[src/rtl/dp_sem_pkg.sv]
package dp_sem_pkg;

  typedef enum logic [1:0] {
    OWN_NONE  = 2'd0,
    OWN_LEFT  = 2'd1,
    OWN_RIGHT = 2'd2
  } owner_e;

  typedef struct packed {
    logic claim;
    logic drop;
  } wr_strobe_t;

endpackage

[src/rtl/sem_wr_decode.sv]
module sem_wr_decode #(
  parameter int NFLAGS = 8,
  parameter int AW     = 14,
  parameter int DW     = 16,
  localparam int IDXW  = $clog2(NFLAGS)
) (
  input  logic              sel_n,
  input  logic              we_n,
  input  logic [AW-1:0]     addr,
  input  logic [DW-1:0]     wdata,
  output dp_sem_pkg::wr_strobe_t [NFLAGS-1:0] strobe
);

  logic              wr_act;
  logic [IDXW-1:0]   idx;
  logic              unused_high_bits;

  assign wr_act = ~sel_n & ~we_n;
  assign idx    = addr[IDXW-1:0];
  assign unused_high_bits = ^{addr[AW-1:IDXW], wdata[DW-1:1]};

  for (genvar g = 0; g < NFLAGS; g++) begin : g_dec
    logic hit;
    assign hit             = wr_act && (idx == IDXW'(g));
    assign strobe[g].claim = hit & ~wdata[0];
    assign strobe[g].drop  = hit &  wdata[0];
  end

endmodule

[src/rtl/sem_flag_cell.sv]
module sem_flag_cell (
  input  logic                   clk,
  input  logic                   rst_n,
  input  dp_sem_pkg::wr_strobe_t wr_l,
  input  dp_sem_pkg::wr_strobe_t wr_r,
  output logic                   view_l,
  output logic                   view_r
);
  import dp_sem_pkg::*;

  owner_e owner_q, owner_mid, owner_d;
  logic   req_l_q, req_r_q, req_l_d, req_r_d;
  logic   req_l_eff, req_r_eff;
  logic   upd_en;

  assign upd_en = wr_l.claim | wr_l.drop | wr_r.claim | wr_r.drop;

  always_comb begin
    req_l_eff = wr_l.claim | (req_l_q & ~wr_l.drop);
    req_r_eff = wr_r.claim | (req_r_q & ~wr_r.drop);

    owner_mid = owner_q;
    if (owner_q == OWN_LEFT  && wr_l.drop) owner_mid = OWN_NONE;
    if (owner_q == OWN_RIGHT && wr_r.drop) owner_mid = OWN_NONE;

    owner_d = owner_mid;
    if (owner_mid == OWN_NONE) begin
      if (req_l_eff)      owner_d = OWN_LEFT;
      else if (req_r_eff) owner_d = OWN_RIGHT;
    end

    req_l_d = req_l_eff & (owner_d != OWN_LEFT);
    req_r_d = req_r_eff & (owner_d != OWN_RIGHT);
  end

  always_ff @(posedge clk or negedge rst_n) begin
    if (!rst_n) begin
      owner_q <= OWN_NONE;
      req_l_q <= 1'b0;
      req_r_q <= 1'b0;
    end else if (upd_en) begin
      owner_q <= owner_d;
      req_l_q <= req_l_d;
      req_r_q <= req_r_d;
    end
  end

  assign view_l = (owner_q != OWN_LEFT);
  assign view_r = (owner_q != OWN_RIGHT);

endmodule

[src/rtl/sem_read_hold.sv]
module sem_read_hold #(
  parameter int NFLAGS = 8,
  parameter int AW     = 14,
  parameter int DW     = 16,
  localparam int IDXW  = $clog2(NFLAGS)
) (
  input  logic              clk,
  input  logic              rst_n,
  input  logic              sel_n,
  input  logic              we_n,
  input  logic              oe_n,
  input  logic [AW-1:0]     addr,
  input  logic [NFLAGS-1:0] flags,
  output logic [DW-1:0]     rdata
);

  logic act, act_q, act_d;
  logic bit_q, bit_d;
  logic cap_en;
  logic unused_addr_high;

  assign unused_addr_high = ^addr[AW-1:IDXW];
  assign act    = ~sel_n & ~oe_n & we_n;
  assign cap_en = act & ~act_q;

  always_comb begin
    act_d = act;
    bit_d = bit_q;
    if (cap_en) bit_d = flags[addr[IDXW-1:0]];
  end

  always_ff @(posedge clk or negedge rst_n) begin
    if (!rst_n) begin
      act_q <= 1'b0;
      bit_q <= 1'b1;
    end else begin
      act_q <= act_d;
      bit_q <= bit_d;
    end
  end

  assign rdata = act_q ? {DW{bit_q}} : '0;

endmodule

[src/rtl/dp_sem_unit.sv]
module dp_sem_unit #(
  parameter int NFLAGS = 8,
  parameter int AW     = 14,
  parameter int DW     = 16
) (
  input  logic          clk,
  input  logic          rst_n,
  input  logic          sel_l_n,
  input  logic          we_l_n,
  input  logic          oe_l_n,
  input  logic [AW-1:0] addr_l,
  input  logic [DW-1:0] wdata_l,
  output logic [DW-1:0] rdata_l,
  input  logic          sel_r_n,
  input  logic          we_r_n,
  input  logic          oe_r_n,
  input  logic [AW-1:0] addr_r,
  input  logic [DW-1:0] wdata_r,
  output logic [DW-1:0] rdata_r
);
  import dp_sem_pkg::*;

  logic [1:0]                 rst_pipe_q;
  logic                       rst_sync_n;
  wr_strobe_t [NFLAGS-1:0]    strb_l, strb_r;
  logic [NFLAGS-1:0]          vis_l, vis_r;

  always_ff @(posedge clk or negedge rst_n) begin
    if (!rst_n) rst_pipe_q <= 2'b00;
    else        rst_pipe_q <= {rst_pipe_q[0], 1'b1};
  end
  assign rst_sync_n = rst_pipe_q[1];

  sem_wr_decode #(.NFLAGS(NFLAGS), .AW(AW), .DW(DW)) u_dec_l (
    .sel_n(sel_l_n), .we_n(we_l_n), .addr(addr_l), .wdata(wdata_l), .strobe(strb_l)
  );
  sem_wr_decode #(.NFLAGS(NFLAGS), .AW(AW), .DW(DW)) u_dec_r (
    .sel_n(sel_r_n), .we_n(we_r_n), .addr(addr_r), .wdata(wdata_r), .strobe(strb_r)
  );

  for (genvar g = 0; g < NFLAGS; g++) begin : g_flag
    sem_flag_cell u_cell (
      .clk(clk), .rst_n(rst_sync_n),
      .wr_l(strb_l[g]), .wr_r(strb_r[g]),
      .view_l(vis_l[g]), .view_r(vis_r[g])
    );
  end

  sem_read_hold #(.NFLAGS(NFLAGS), .AW(AW), .DW(DW)) u_rd_l (
    .clk(clk), .rst_n(rst_sync_n), .sel_n(sel_l_n), .we_n(we_l_n), .oe_n(oe_l_n),
    .addr(addr_l), .flags(vis_l), .rdata(rdata_l)
  );
  sem_read_hold #(.NFLAGS(NFLAGS), .AW(AW), .DW(DW)) u_rd_r (
    .clk(clk), .rst_n(rst_sync_n), .sel_n(sel_r_n), .we_n(we_r_n), .oe_n(oe_r_n),
    .addr(addr_r), .flags(vis_r), .rdata(rdata_r)
  );

endmodule

[config.mk]
export PLATFORM = sky130hd
export DESIGN_NAME = dp_sem_unit
export DESIGN_NICKNAME = d
export VERILOG_FILES = /design/src/rtl/dp_sem_pkg.sv /design/src/rtl/sem_wr_decode.sv /design/src/rtl/sem_flag_cell.sv /design/src/rtl/sem_read_hold.sv /design/src/rtl/dp_sem_unit.sv
export SDC_FILE = /design/constraint.sdc
export NUM_CORES = 1
export LEC_CHECK = 0
export BUFFER_PORTS_ARGS = -buffer_cell sky130_fd_sc_hd__buf_2
export CAP_MARGIN = 20
export CORE_UTILIZATION = 51
export CTS_CLUSTER_DIAMETER = 30
export CTS_CLUSTER_SIZE = 40
export DETAILED_ROUTE_END_ITERATION = 8
export PLACE_DENSITY = 0.87
export SYNTH_ARGS = -nofsm -noshare
export SYNTH_HDL_FRONTEND = slang
export SYNTH_SLANG_ARGS = --single-unit
[constraint.sdc]
create_clock -name clk -period 3.6 [get_ports clk]
set_input_delay 0.72 -clock clk [delete_from_list [all_inputs] [get_ports clk]]
set_output_delay 0.72 -clock clk [all_outputs]
set_load 0.02 [all_outputs]
# --- After elaboration in Yosys (flattened, before gate mapping) ---
# Index checks and enable logic that the tools add are counted.
# Widths: inputs -> output; s select.
word_totals:
  reg_bits: 38
  latch_bits: 0
  ramBits: 0
  rom_bits: 0
  inputBits: 68
  output_inout_bits: 32
  wordCells: 319
  mem_count: 0
classes:
  add_sub_neg: 0
  mul: 0
  div_mod_pow: 0
  n_lt_le_gt_ge: 2
  n_eq_ne: 62
  n_shift: 0
  mux: 46
  bitwise: 138
  n_reduce_logical: 42
op_table:
  columns: ["operator", "n"]
  rows:
  - ["$mux 2", 40]
  - ["$and 1x1->1", 72]
  - ["$or 1x1->1", 40]
  - ["$logic_and 1x1->1", 32]
  - ["$mux 16", 2]
  - ["$ne 2x1->1 const B", 16]
  - ["$ne 2x2->1 const B", 16]
  - ["$not 1->1", 26]
  - ["$eq 3x3->1 const B", 8]
  - ["$eq 2x1->1 const B", 8]
  - ["$eq 2x2->1 const B", 8]
  - ["$logic_not 2->1", 8]
  - ["$eq 3x2->1 const B", 4]
  - ["$lt 3x4->1 const B", 2]
  - ["$bmux 1 s3", 2]
  - ["$eq 3x1->1 const B", 2]
  - ["$logic_not 3->1", 2]
  - ["$mux 1", 2]

# --- Logic depth before layout (Yosys ltp) ---
# Gate-level depths: netlist of the first run.
logic_depth:
  word_depth: 12
  mapped_depth: 6
  depth_no_buf: 4

# --- Modules after synthesis ---
# Synthesis of the first run repeated with hierarchy kept, for this count alone.
unflattened:
  hier_cells: 305
  area_unflattened_um2: 2726.4
modules_own_cells:
  columns: ["mod", "instances", "cells_each", "area_per_inst_um2", "seq_area_each_um2"]
  rows:
  - ["sem_flag_cell", 8, 25, 235.2, 100.1]
  - ["sem_read_hold", 2, 28, 264.0, 51.3]
  - ["sem_wr_decode", 2, 23, 131.4, 0.0]
  - ["dp_sem_unit", 1, 3, 53.8, 50.0]

# --- Worst setup path before layout of the first run ---
# OpenSTA, ideal clock, no wires.
synth_timing:
  path_type: "in2reg"
  start: "in addr_l[0]"
  end: "reg g_flag[6].u_cell.owner_q[1]"
  setup_ns: 0.104
  arrival_ns: 2.189
  required_time_ns: 3.496
  setup_slack_ns: 1.307
  stages: 5
  n_path_buf: 1
  cell_sequence: "or3_1 > buf_6 > or4_4 > a21o_1 > o41ai_2"
synth_between:
  elab_chain_len: 9
  word_cells_on_any_way: 17
  cone_classes: "eq/ne: 1; mux: 5; bitwise: 8; reduce/logical: 3"
synth_rtl:
  columns: ["item", "line", "text"]
  rows:
  - ["start, declared", "dp_sem_unit.sv:11", "input logic [AW-1:0] addr_l,"]
  - ["$eq 3x3->1 (*)", "sem_wr_decode.sv:24", "assign hit = wr_act && (idx == IDXW'(g));"]
  - ["$logic_and 1x1->1 (*)", "sem_wr_decode.sv:24", null]
  - ["$and 1x1->1", "sem_wr_decode.sv:26", "assign strobe[g].drop = hit & wdata[0];"]
  - ["$logic_and 1x1->1", "sem_flag_cell.sv:23", "if (owner_q == OWN_LEFT && wr_l.drop) owner_mid = OWN_NONE;"]
  - ["$mux 2", "sem_flag_cell.sv:23", null]
  - ["$mux 2", "sem_flag_cell.sv:24", "if (owner_q == OWN_RIGHT && wr_r.drop) owner_mid = OWN_NONE;"]
  - ["$mux 2", "sem_flag_cell.sv:29", "else if (req_r_eff) owner_d = OWN_RIGHT;"]
  - ["$mux 2", "sem_flag_cell.sv:28", "if (req_l_eff) owner_d = OWN_LEFT;"]
  - ["$mux 2", "sem_flag_cell.sv:27", "if (owner_mid == OWN_NONE) begin"]
  - ["end signal, assigned", "sem_flag_cell.sv:42", "owner_q <= owner_d;"]
  - ["end, declared", "sem_flag_cell.sv:11", "owner_e owner_q, owner_mid, owner_d;"]
# Every way passes the cells marked *; elsewhere a longest branch is shown, timed or not.
# A chain may end at the register's enable or synchronous reset.

# --- Worst setup path after layout of the first run ---
# Ends and elaborated chain as after synthesis.

==> results of run 1 <==
final cells by class:
| type | instances | area [µm²] |
|---|---|---|
| Inverter | 16 | 60.1 |
| Sequential cell | 38 | 953 |
| Fill cell | 430 | 2040 |
| Clock buffer | 8 | 90.1 |
| Timing Repair Buffer | 52 | 273 |
| Tap cell | 67 | 83.8 |
| Multi-Input combinational cell | 194 | 1310 |
sequential cells by signal, indices dropped and copies added, names as in the netlist:
signal / cells
g_flag.u_cell.req_l_q: 8
u_rd_r.bit_q: 1
g_flag.u_cell.req_r_q: 8
g_flag.u_cell.owner_q: 16
u_rd_l.act_q: 1
rst_pipe_q: 2
u_rd_l.bit_q: 1
u_rd_r.act_q: 1
metrics by stage:
step                      hold slack, ns   util  total power, µW
final                              0.195  0.576             1300
after global routing               0.185  0.576             1370
after CTS                          0.191  0.576             1300
after detailed placement           0.304  0.557              992
after global placement             0.293  0.557              976
after floorplan                    0.331      -              910
logic make-up after synthesis:
group,count (synthesis),synth area share
compound gates,94,0.278
simple gates,92,0.186
buf+inv,57,0.129
flops,38,0.366
mux,7,0.0394
other cells,1,0.00144
placed cells by master (no fill, tap or decap), types with 4 or more instances in the layout:
cell,count
dfrtp_1,36
a2bb2oi_1,4
nand2_1,20
nor2_1,16
nor2b_1,7
a21boi_0,8
a22oi_1,5
and2_1,5
o22ai_1,4
o31ai_1,6
o41ai_2,6
inv_1,16
clkbuf_8,6
a21oi_1,17
buf_4,5
buf_2,47
nor3_1,17
nand2b_1,7
o21ai_0,9
o41ai_1,6
o32a_1,4
nor3b_1,5
worst max path at each step:
stage | from | to | slack [ns] | depth (start not counted)
after global routing | addr_r[0] | g_flag[2].u_cell.req_r_q$_DFFE_PN0P_ | 1.29 | 5
after CTS | addr_l[0] | g_flag[6].u_cell.owner_q[1]$_DFFE_PN0P_ | 1.34 | 5
final | addr_l[0] | g_flag[6].u_cell.owner_q[1]$_DFFE_PN0P_ | 1.32 | 5
after detailed placement | addr_l[0] | g_flag[6].u_cell.owner_q[1]$_DFFE_PN0P_ | 1.04 | 5
after floorplan | addr_l[0] | g_flag[6].u_cell.owner_q[1]$_DFFE_PN0P_ | 1.31 | 5
after global placement | addr_l[0] | g_flag[6].u_cell.owner_q[1]$_DFFE_PN0P_ | 1.06 | 5
metal layers:
| layer | share of wire | vias up | track usage |
|---|---|---|---|
| met1 | 0.40 | 1121 | 0.320 |
| met4 | 0.031 | 0 | 0.0983 |
| met5 | 0 | - | 0 |
| met2 | 0.46 | 155 | 0.385 |
| met3 | 0.11 | 24 | 0.0686 |
| li1 | - | 1080 | - |
where the power goes:
group          leakage, µW  internal, µW  switching (µW)
clock network    0.0000455           156             149
registers         0.000469           520            80.3
logic             0.000693           174             222
==> impl_metrics.env, run 1 <==
export IMPL_synth_edf_count=0
export IMPL_grt_max_degree=37
export IMPL_die_area_um2=5390
export IMPL_ys_top_cells_by_count="dfrtp_1, buf_4, nand2_1, a21oi_1, nor3_1"
export IMPL_drive_gt1_frac=0.244
export IMPL_finalWeightedCongestion=0.943
export IMPL_core_area_um2=4820
export IMPL_synth_seq_cells=38
export IMPL_setup_viol=0
export IMPL_ys_types=54
export IMPL_synthesis_area_um2=2600
export IMPL_cts_resized=0
export IMPL_arrival_ns=2.48
export IMPL_fin_skew_ns=0.00339
export IMPL_start_kind="primary input"
export IMPL_clkLatencyLatePin_ns=0.29
export IMPL_synth_warnings=0
export IMPL_ioPinCount=100
export IMPL_vias_per_cell=6.35
export IMPL_worstPathRequired_ns=3.80
export IMPL_finalCriticalPeriod_ns=2.28
export IMPL_hp_class="primary input to async pin"
export IMPL_ff2ff_path_depth=4
export IMPL_gr_usage_all_layers=0.245
export IMPL_synth_top_flop_cell="dfrtp_1"
export IMPL_leakagePower_uw=0.00121
export IMPL_initial_utilization=0.541
export IMPL_cp_max_fo=8
export IMPL_die_h_um=73.5
export IMPL_nets=375
export IMPL_ctsHtreeMaxLevel=2
export IMPL_setup_slack_ns=1.32
export IMPL_clock_sinks=38
export IMPL_grt_pass1_vias=2115
export IMPL_r2r_setup_slack_ns=1.84
export IMPL_cts_tree="yes"
export IMPL_antenna_found_initial=0
export IMPL_syn_area_per_cell_um2=9.01
export IMPL_synth_async_reset_ratio=1.00
export IMPL_avgRoutedWirePerCell_um=16.6
export IMPL_r2r_end="u_rd_l.bit_q$_DFFE_PN1P_"
export IMPL_slew_headroom=0.567
export IMPL_status="finished, final reports clean"
export IMPL_remaining_drc_errors=0
export IMPL_dp_cells=367
export IMPL_cp_slowest_cell="or3_1"
export IMPL_syn_to_final_growth_pct=6.54
export IMPL_rows=25
export IMPL_cts_made_buffers=5
export IMPL_finalInstanceArea_um2=2770
export IMPL_peakVddDrop_mv=0.212
export IMPL_max_stage_delay_ns=0.56
export IMPL_crit_buf_inv=1
export IMPL_postCtsSetupRepairBufs=0
export IMPL_reg2reg_from="g_flag[4].u_cell.owner_q[0]$_DFFE_PN0P_"
export IMPL_drtIter0Drc=233
export IMPL_fin_crit_sh=0.634
export IMPL_synth_nets=357
export IMPL_worst_slew_pin_slew_ns=0.640
export IMPL_place_hpwl_um=4370
export IMPL_yosys_area_top_type="dfrtp_1"
export IMPL_clock_path_buffers=2
export IMPL_final_setup_tns_ns=0
export IMPL_crit_path_end_kind="flip-flop"
export IMPL_yosys_top_cells_area="dfrtp_1, buf_4, o41ai_2, a21oi_1, nor3_1"
export IMPL_clk_pin_slew_ns=0.07
export IMPL_drv_cap=0
export IMPL_port_buffers=47
export IMPL_synthCells=289
export IMPL_antennaDiodeCount=0
export IMPL_synth_top_area_frac=0.346
export IMPL_cts_root_buf="clkbuf_8"
export IMPL_grt_pass1_wl_um=9940
export IMPL_path_cells="buf_2 -> or3_1 -> or4_4 -> a21o_1 -> o41ai_2"
export IMPL_drv_slew=0
export IMPL_final_cells=375
export IMPL_antenna_left=0
export IMPL_overflow=0
export IMPL_dpl_cell_area_um2=2680
export IMPL_finalHoldViolCount=0
export IMPL_ys_seq_area_frac=0.366
export IMPL_cts_hold_buffers=0
export IMPL_clock_fmax_mhz=438
export IMPL_die_x_um=73.5
export IMPL_crit_family="simple AND/OR/NAND/NOR gates"
export IMPL_dp_worst_setup_slack_ns=1.04
export IMPL_routed_wirelength_um=6230
export IMPL_via_count=2380
export IMPL_crit_type="primary input to flip-flop"
export IMPL_drtPass1Iterations=5
export IMPL_rsz0062_at_grt="no"
export IMPL_yosysMostFrequentCell="dfrtp_1"
export IMPL_power_density_nw_per_um2=469
(Power assumes the default switching activity.)
==> run 2: changes to the inputs <==
CORE_UTILIZATION = 49   (was 51)
PLACE_DENSITY = 0.84   (was 0.87)
clock period = 2.3 ns   (was 3.6 ns; I/O delays follow)
==> run 2 against run 1 <==
Net effect: sequential power up 57%; highest routed layer unchanged; clock-buffer cell count unchanged; clock power up 55%; largest cell class unchanged; critical path depth unchanged; hold slack better by 0.082 ns; register-to-register slack worse by 1.2 ns; largest power group unchanged.
==> impl_metrics.env, run 2 (same netlist as run 1, synthesis figures left out) <==
export IMPL_die_h_um=74.9
export IMPL_grt_pass1_wl_um=10100
export IMPL_avgRoutedWirePerCell_um=16.2
export IMPL_fillers=470
export IMPL_setup_viol=0
export IMPL_holdWs_ns=0.277
export IMPL_clk_pin_slew_ns=0.07
export IMPL_clock_path_buffers=2
export IMPL_initial_utilization=0.510
export IMPL_worstPathRequired_ns=2.51
export IMPL_leakagePower_uw=0.00125
export IMPL_syn_to_final_growth_pct=9.37
export IMPL_final_cell_mix="buf_2, dfrtp_1, nand2_1"
export IMPL_dp_cells=378
export IMPL_postLayoutCoreUtil=0.558
export IMPL_cts_root_buf="clkbuf_8"
export IMPL_antenna_found_initial=0
export IMPL_r2r_end="u_rd_l.bit_q$_DFFE_PN1P_"
export IMPL_biggestRegsByFlops="g_flag.u_cell.owner_q: 16 flops, g_flag.u_cell.req_l_q: 8 flops, g_flag.u_cell.req_r_q: 8 flops"
export IMPL_status="finished, final reports clean"
export IMPL_place_hpwl_um=4570
export IMPL_nets=384
export IMPL_r2r_setup_slack_ns=0.60
export IMPL_ff2ff_path_depth=4
export IMPL_vias_per_cell=6.18
export IMPL_grt_pass1_vias=2156
export IMPL_crit_path_end_kind="flip-flop"
export IMPL_finalHoldViolCount=0
export IMPL_crit_buf_inv=1
export IMPL_final_common_cell="buf_2"
export IMPL_via_count=2393
export IMPL_antennaDiodeCount=0
export IMPL_drive_gt1_frac=0.262
export IMPL_power_density_nw_per_um2=728
export IMPL_gr_usage_all_layers=0.242
export IMPL_rows=26
export IMPL_drv_cap=0
export IMPL_ioPinCount=100
export IMPL_cts_resized=0
export IMPL_fin_crit_sh=0.804
export IMPL_largest_reg_flops=16
export IMPL_crit_type="primary input to flip-flop"
export IMPL_finalCriticalPeriod_ns=1.85
export IMPL_finalInstanceArea_um2=2850
export IMPL_clock_fmax_mhz=541
export IMPL_path_cells="buf_2 -> or3_1 -> or4_1 -> o2bb2ai_1 -> a2bb2oi_1"
export IMPL_drtPass1Iterations=5
export IMPL_remaining_drc_errors=0
export IMPL_start_kind="primary input"
export IMPL_rsz0062_at_grt="no"
export IMPL_max_stage_delay_ns=0.58
export IMPL_die_area_um2=5610
export IMPL_finalWeightedCongestion=0.897
export IMPL_clkLatencyLatePin_ns=0.29
export IMPL_drtIter0Drc=269
export IMPL_cp_slowest_cell="or4_1"
export IMPL_cp_max_fo=8
export IMPL_antenna_left=0
export IMPL_largest_register="g_flag.u_cell.owner_q"
export IMPL_routed_wirelength_um=6270
export IMPL_port_buffers=47
export IMPL_fin_skew_ns=0.00606
export IMPL_die_x_um=74.9
export IMPL_drv_slew=0
export IMPL_final_setup_tns_ns=0
export IMPL_core_area_um2=5110
export IMPL_peakVddDrop_mv=0.597
export IMPL_cts_tree="yes"
export IMPL_arrival_ns=2.06
export IMPL_crit_family="simple AND/OR/NAND/NOR gates"
export IMPL_ctsHtreeMaxLevel=2
export IMPL_final_cells=387
export IMPL_grt_max_degree=37
export IMPL_hp_class="flip-flop to async pin"
export IMPL_dpl_cell_area_um2=2750
export IMPL_overflow=0
export IMPL_cts_made_buffers=5
export IMPL_reg2reg_from="g_flag[4].u_cell.owner_q[0]$_DFFE_PN0P_"
export IMPL_clock_sinks=38
==> run 2: cell type report <==
cell class	count	area, µm²	area share
Multi-Input combinational cell	194	1310	0.461
Sequential cell	38	953	0.335
Timing Repair Buffer	61	343	0.120
Clock buffer	8	90.1	0.0316
Tap cell	70	87.6	0.0308
Inverter	16	60.1	0.0211
==> run 2: worst max-delay path by stage <==
stage                                        start                                       to  slack (ns)  cells after the start
after global routing      u_rd_r.bit_q$_DFFE_PN1P_                              rdata_r[10]        0.29                      2
final                                    addr_r[0]  g_flag[0].u_cell.owner_q[0]$_DFFE_PN0P_        0.45                      5
after detailed placement                 addr_l[0]  g_flag[2].u_cell.owner_q[1]$_DFFE_PN0P_        0.16                      6
after global placement                   addr_l[0]  g_flag[6].u_cell.owner_q[1]$_DFFE_PN0P_        0.19                      5
after CTS                 u_rd_r.bit_q$_DFFE_PN1P_                               rdata_r[5]        0.44                      2
after floorplan                          addr_l[0]  g_flag[6].u_cell.owner_q[1]$_DFFE_PN0P_        0.27                      5
==> run 2: layer usage <==
metal  global-route usage  wire (µm)  vias to the layer above  part of all wire
met3               0.0549        551                       21             0.088
met1                0.319       2630                     1118              0.42
met4               0.0964        124                        0             0.020
li1                     -          -                     1096                 -
met2                0.385       2970                      158              0.47
met5                    0          0                        -                 0
==> run 2: where the power goes <==
part           switching [µW]  total [µW]  internal, µW
clock network             229         473           244
logic                     350         654           304
registers                 131         945           815
==> run 2: per-stage QoR <==
step	setup slack, ns	total power [µW]
finish	0.451	2070
global route	0.293	2190
CTS	0.436	2070
detailed placement	0.158	1600
global placement	0.188	1570
floorplan	0.267	1420
==> run 2: timing repair <==
| action | CTS | global route |
|---|---|---|
| buffers inserted | 0 | 0 |
| hold buffers | 1 | 0 |
| hold endpoints to repair | 2 | 0 |
| endpoints found under the setup margin | 0 | 0 |
==> run 3: changes to the inputs <==
CORE_UTILIZATION = 45   (was 49)
PLACE_DENSITY = 0.81   (was 0.84)
clock period = 1.7 ns   (was 2.3 ns; I/O delays follow)
==> run 3 against run 2 <==
Net effect: critical path type is now flip-flop to flip-flop; wire length increased by 15%; critical path depth decreased by 2; register-to-register slack got worse by 0.53 ns; hold slack worse by 0.069 ns; clock skew up 0.0056 ns; worst setup slack worse by 0.38 ns; sequential cell count unchanged; final area grew 16%.
==> impl_metrics.env, run 3 (same netlist as run 1, synthesis figures left out) <==
export IMPL_vias_per_cell=5.97
export IMPL_clkLatencyLatePin_ns=0.30
export IMPL_critPathCapture="u_rd_r.bit_q$_DFFE_PN1P_"
export IMPL_fillers=480
export IMPL_power_density_nw_per_um2=944
export IMPL_clock_path_buffers=2
export IMPL_biggestRegsByFlops="g_flag.u_cell.owner_q: 16 flops, g_flag.u_cell.req_l_q: 8 flops, g_flag.u_cell.req_r_q: 8 flops"
export IMPL_antenna_found_initial=0
export IMPL_final_common_cell="buf_4"
export IMPL_crit_family="multiplexers"
export IMPL_largest_register="g_flag.u_cell.owner_q"
export IMPL_grt_max_degree=21
export IMPL_avgRoutedWirePerCell_um=16.4
export IMPL_crit_buf_inv=0
export IMPL_cts_made_buffers=5
export IMPL_cts_root_buf="clkbuf_8"
export IMPL_max_stage_delay_ns=0.47
export IMPL_gr_usage_all_layers=0.251
export IMPL_fin_skew_ns=0.0117
export IMPL_drv_cap=0
export IMPL_crit_type="flip-flop to flip-flop"
export IMPL_routed_wirelength_um=7190
export IMPL_r2r_end="u_rd_r.bit_q$_DFFE_PN1P_"
export IMPL_die_x_um=78.1
export IMPL_largest_reg_flops=16
export IMPL_leakagePower_uw=0.00152
export IMPL_dpl_cell_area_um2=3150
export IMPL_ff2ff_path_depth=3
export IMPL_core_area_um2=5540
export IMPL_status="finished, final reports clean"
export IMPL_slew_headroom=0.661
export IMPL_finalHoldViolCount=0
export IMPL_setup_viol=0
export IMPL_initial_utilization=0.470
export IMPL_worstPathRequired_ns=1.92
export IMPL_finalCriticalPeriod_ns=1.63
export IMPL_drv_slew=0
export IMPL_clk_pin_slew_ns=0.07
export IMPL_remaining_drc_errors=0
export IMPL_cp_depth=3
export IMPL_final_cell_mix="buf_4, buf_2, dfrtp_1"
export IMPL_clock_fmax_mhz=613
export IMPL_die_h_um=78.1
export IMPL_grt_pass1_vias=2523
export IMPL_drtPass1Iterations=4
export IMPL_nets=433
export IMPL_cp_slowest_cell="mux4_2"
export IMPL_place_hpwl_um=5380
export IMPL_fin_crit_sh=0.959
export IMPL_start_kind="flip-flop"
export IMPL_ioPinCount=100
export IMPL_port_buffers=47
export IMPL_reg2reg_from="g_flag[0].u_cell.owner_q[0]$_DFFE_PN0P_"
export IMPL_hp_class="flip-flop to async pin"
export IMPL_r2r_setup_slack_ns=0.07
export IMPL_syn_to_final_growth_pct=27.3
export IMPL_clock_sinks=38
export IMPL_drtIter0Drc=272
export IMPL_final_setup_tns_ns=0
export IMPL_path_cells="o32a_1 -> mux4_2 -> mux2_2"
export IMPL_grt_pass1_wl_um=11800
export IMPL_finalWeightedCongestion=0.955
export IMPL_crit_path_end_kind="flip-flop"
export IMPL_antennaDiodeCount=0
export IMPL_rsz0062_at_grt="no"
export IMPL_cp_max_fo=6
export IMPL_arrival_ns=1.85
export IMPL_cp_startpoint="g_flag[0].u_cell.owner_q[0]$_DFFE_PN0P_"
export IMPL_overflow=0
export IMPL_rows=27
export IMPL_die_area_um2=6090
export IMPL_ctsHtreeMaxLevel=2
export IMPL_via_count=2616
export IMPL_worst_slew_pin_slew_ns=0.508
export IMPL_finalInstanceArea_um2=3320
export IMPL_drive_gt1_frac=0.396
export IMPL_antenna_left=0
export IMPL_peakVddDrop_mv=0.615
export IMPL_cts_tree="yes"
run 3: cell count changes in the layout (fill, tap and decap cells not counted), moves of 2 or more:
cell / delta
nor3_1: -2
or3_1: -2
buf_4: +49
nor3_2: +2
or3_4: +2
o41ai_1: -3
o41ai_4: +2
and2_1: -2
and2_2: +2
run 3: power breakdown:
group          total [µW]  switching (µW)  internal (µW)
combinational        1110             560            550
clock                 759             320            439
sequential           1260             158           1100
total                3130            1040           2090
run 3: worst min path at each step:
| stage | slack (ns) | cells after the start | to | from |
|---|---|---|---|---|
| after CTS | 0.20 | 2 | u_rd_l.act_q$_DFF_PN0_ | oe_l_n |
| after global placement | 0.12 | 1 | rst_pipe_q[0]$_DFF_PN0_ | rst_n |
| after global routing | 0.21 | 2 | u_rd_l.act_q$_DFF_PN0_ | oe_l_n |
| after floorplan | 0.04 | 0 | rst_pipe_q[0]$_DFF_PN0_ | rst_n |
| final | 0.21 | 1 | g_flag[2].u_cell.owner_q[0]$_DFFE_PN0P_ | rst_pipe_q[1]$_DFF_PN0_ |
| after detailed placement | 0.13 | 1 | rst_pipe_q[1]$_DFF_PN0_ | rst_n |
run 3: final cells by class:
cell class | count | area [µm²] | share of cell area
Multi-Input combinational cell | 194 | 1400 | 0.421
Sequential cell | 38 | 953 | 0.288
Timing Repair Buffer | 110 | 711 | 0.214
Tap cell | 72 | 90.1 | 0.0272
Clock buffer | 7 | 76.3 | 0.0230
Inverter | 16 | 60.1 | 0.0181
Clock inverter | 1 | 30.0 | 0.00906
run 3: routing by layer:
layer / vias to the layer above / routed length [µm] / global-route usage
met4: 0 / 208 / 0.0852
li1: 1195 / - / -
met5: - / 0 / 0
met2: 135 / 3360 / 0.418
met1: 1261 / 2980 / 0.325
met3: 25 / 637 / 0.0500
run 3: per-stage QoR:
stage / std cells / worst slack (ns) / total power [µW] / utilization / hold slack [ns]
after global placement: 429 / -0.227 / 2280 / 0.569 / 0.124
after detailed placement: 429 / -0.293 / 2330 / 0.569 / 0.125
after CTS: 438 / 0.00852 / 3090 / 0.590 / 0.202
final: 438 / 0.0698 / 3130 / 0.598 / 0.208
after global routing: 438 / 0.00282 / 3300 / 0.598 / 0.211
after floorplan: 289 / -0.104 / 1950 / - / 0.0444
run 3: timing repair:
action,4_1_cts,5_1_grt
buffers inserted,0,0
gates resized for setup,2,8
hold endpoints to repair,2,0
hold buffers,1,0
setup endpoints to repair,32,8
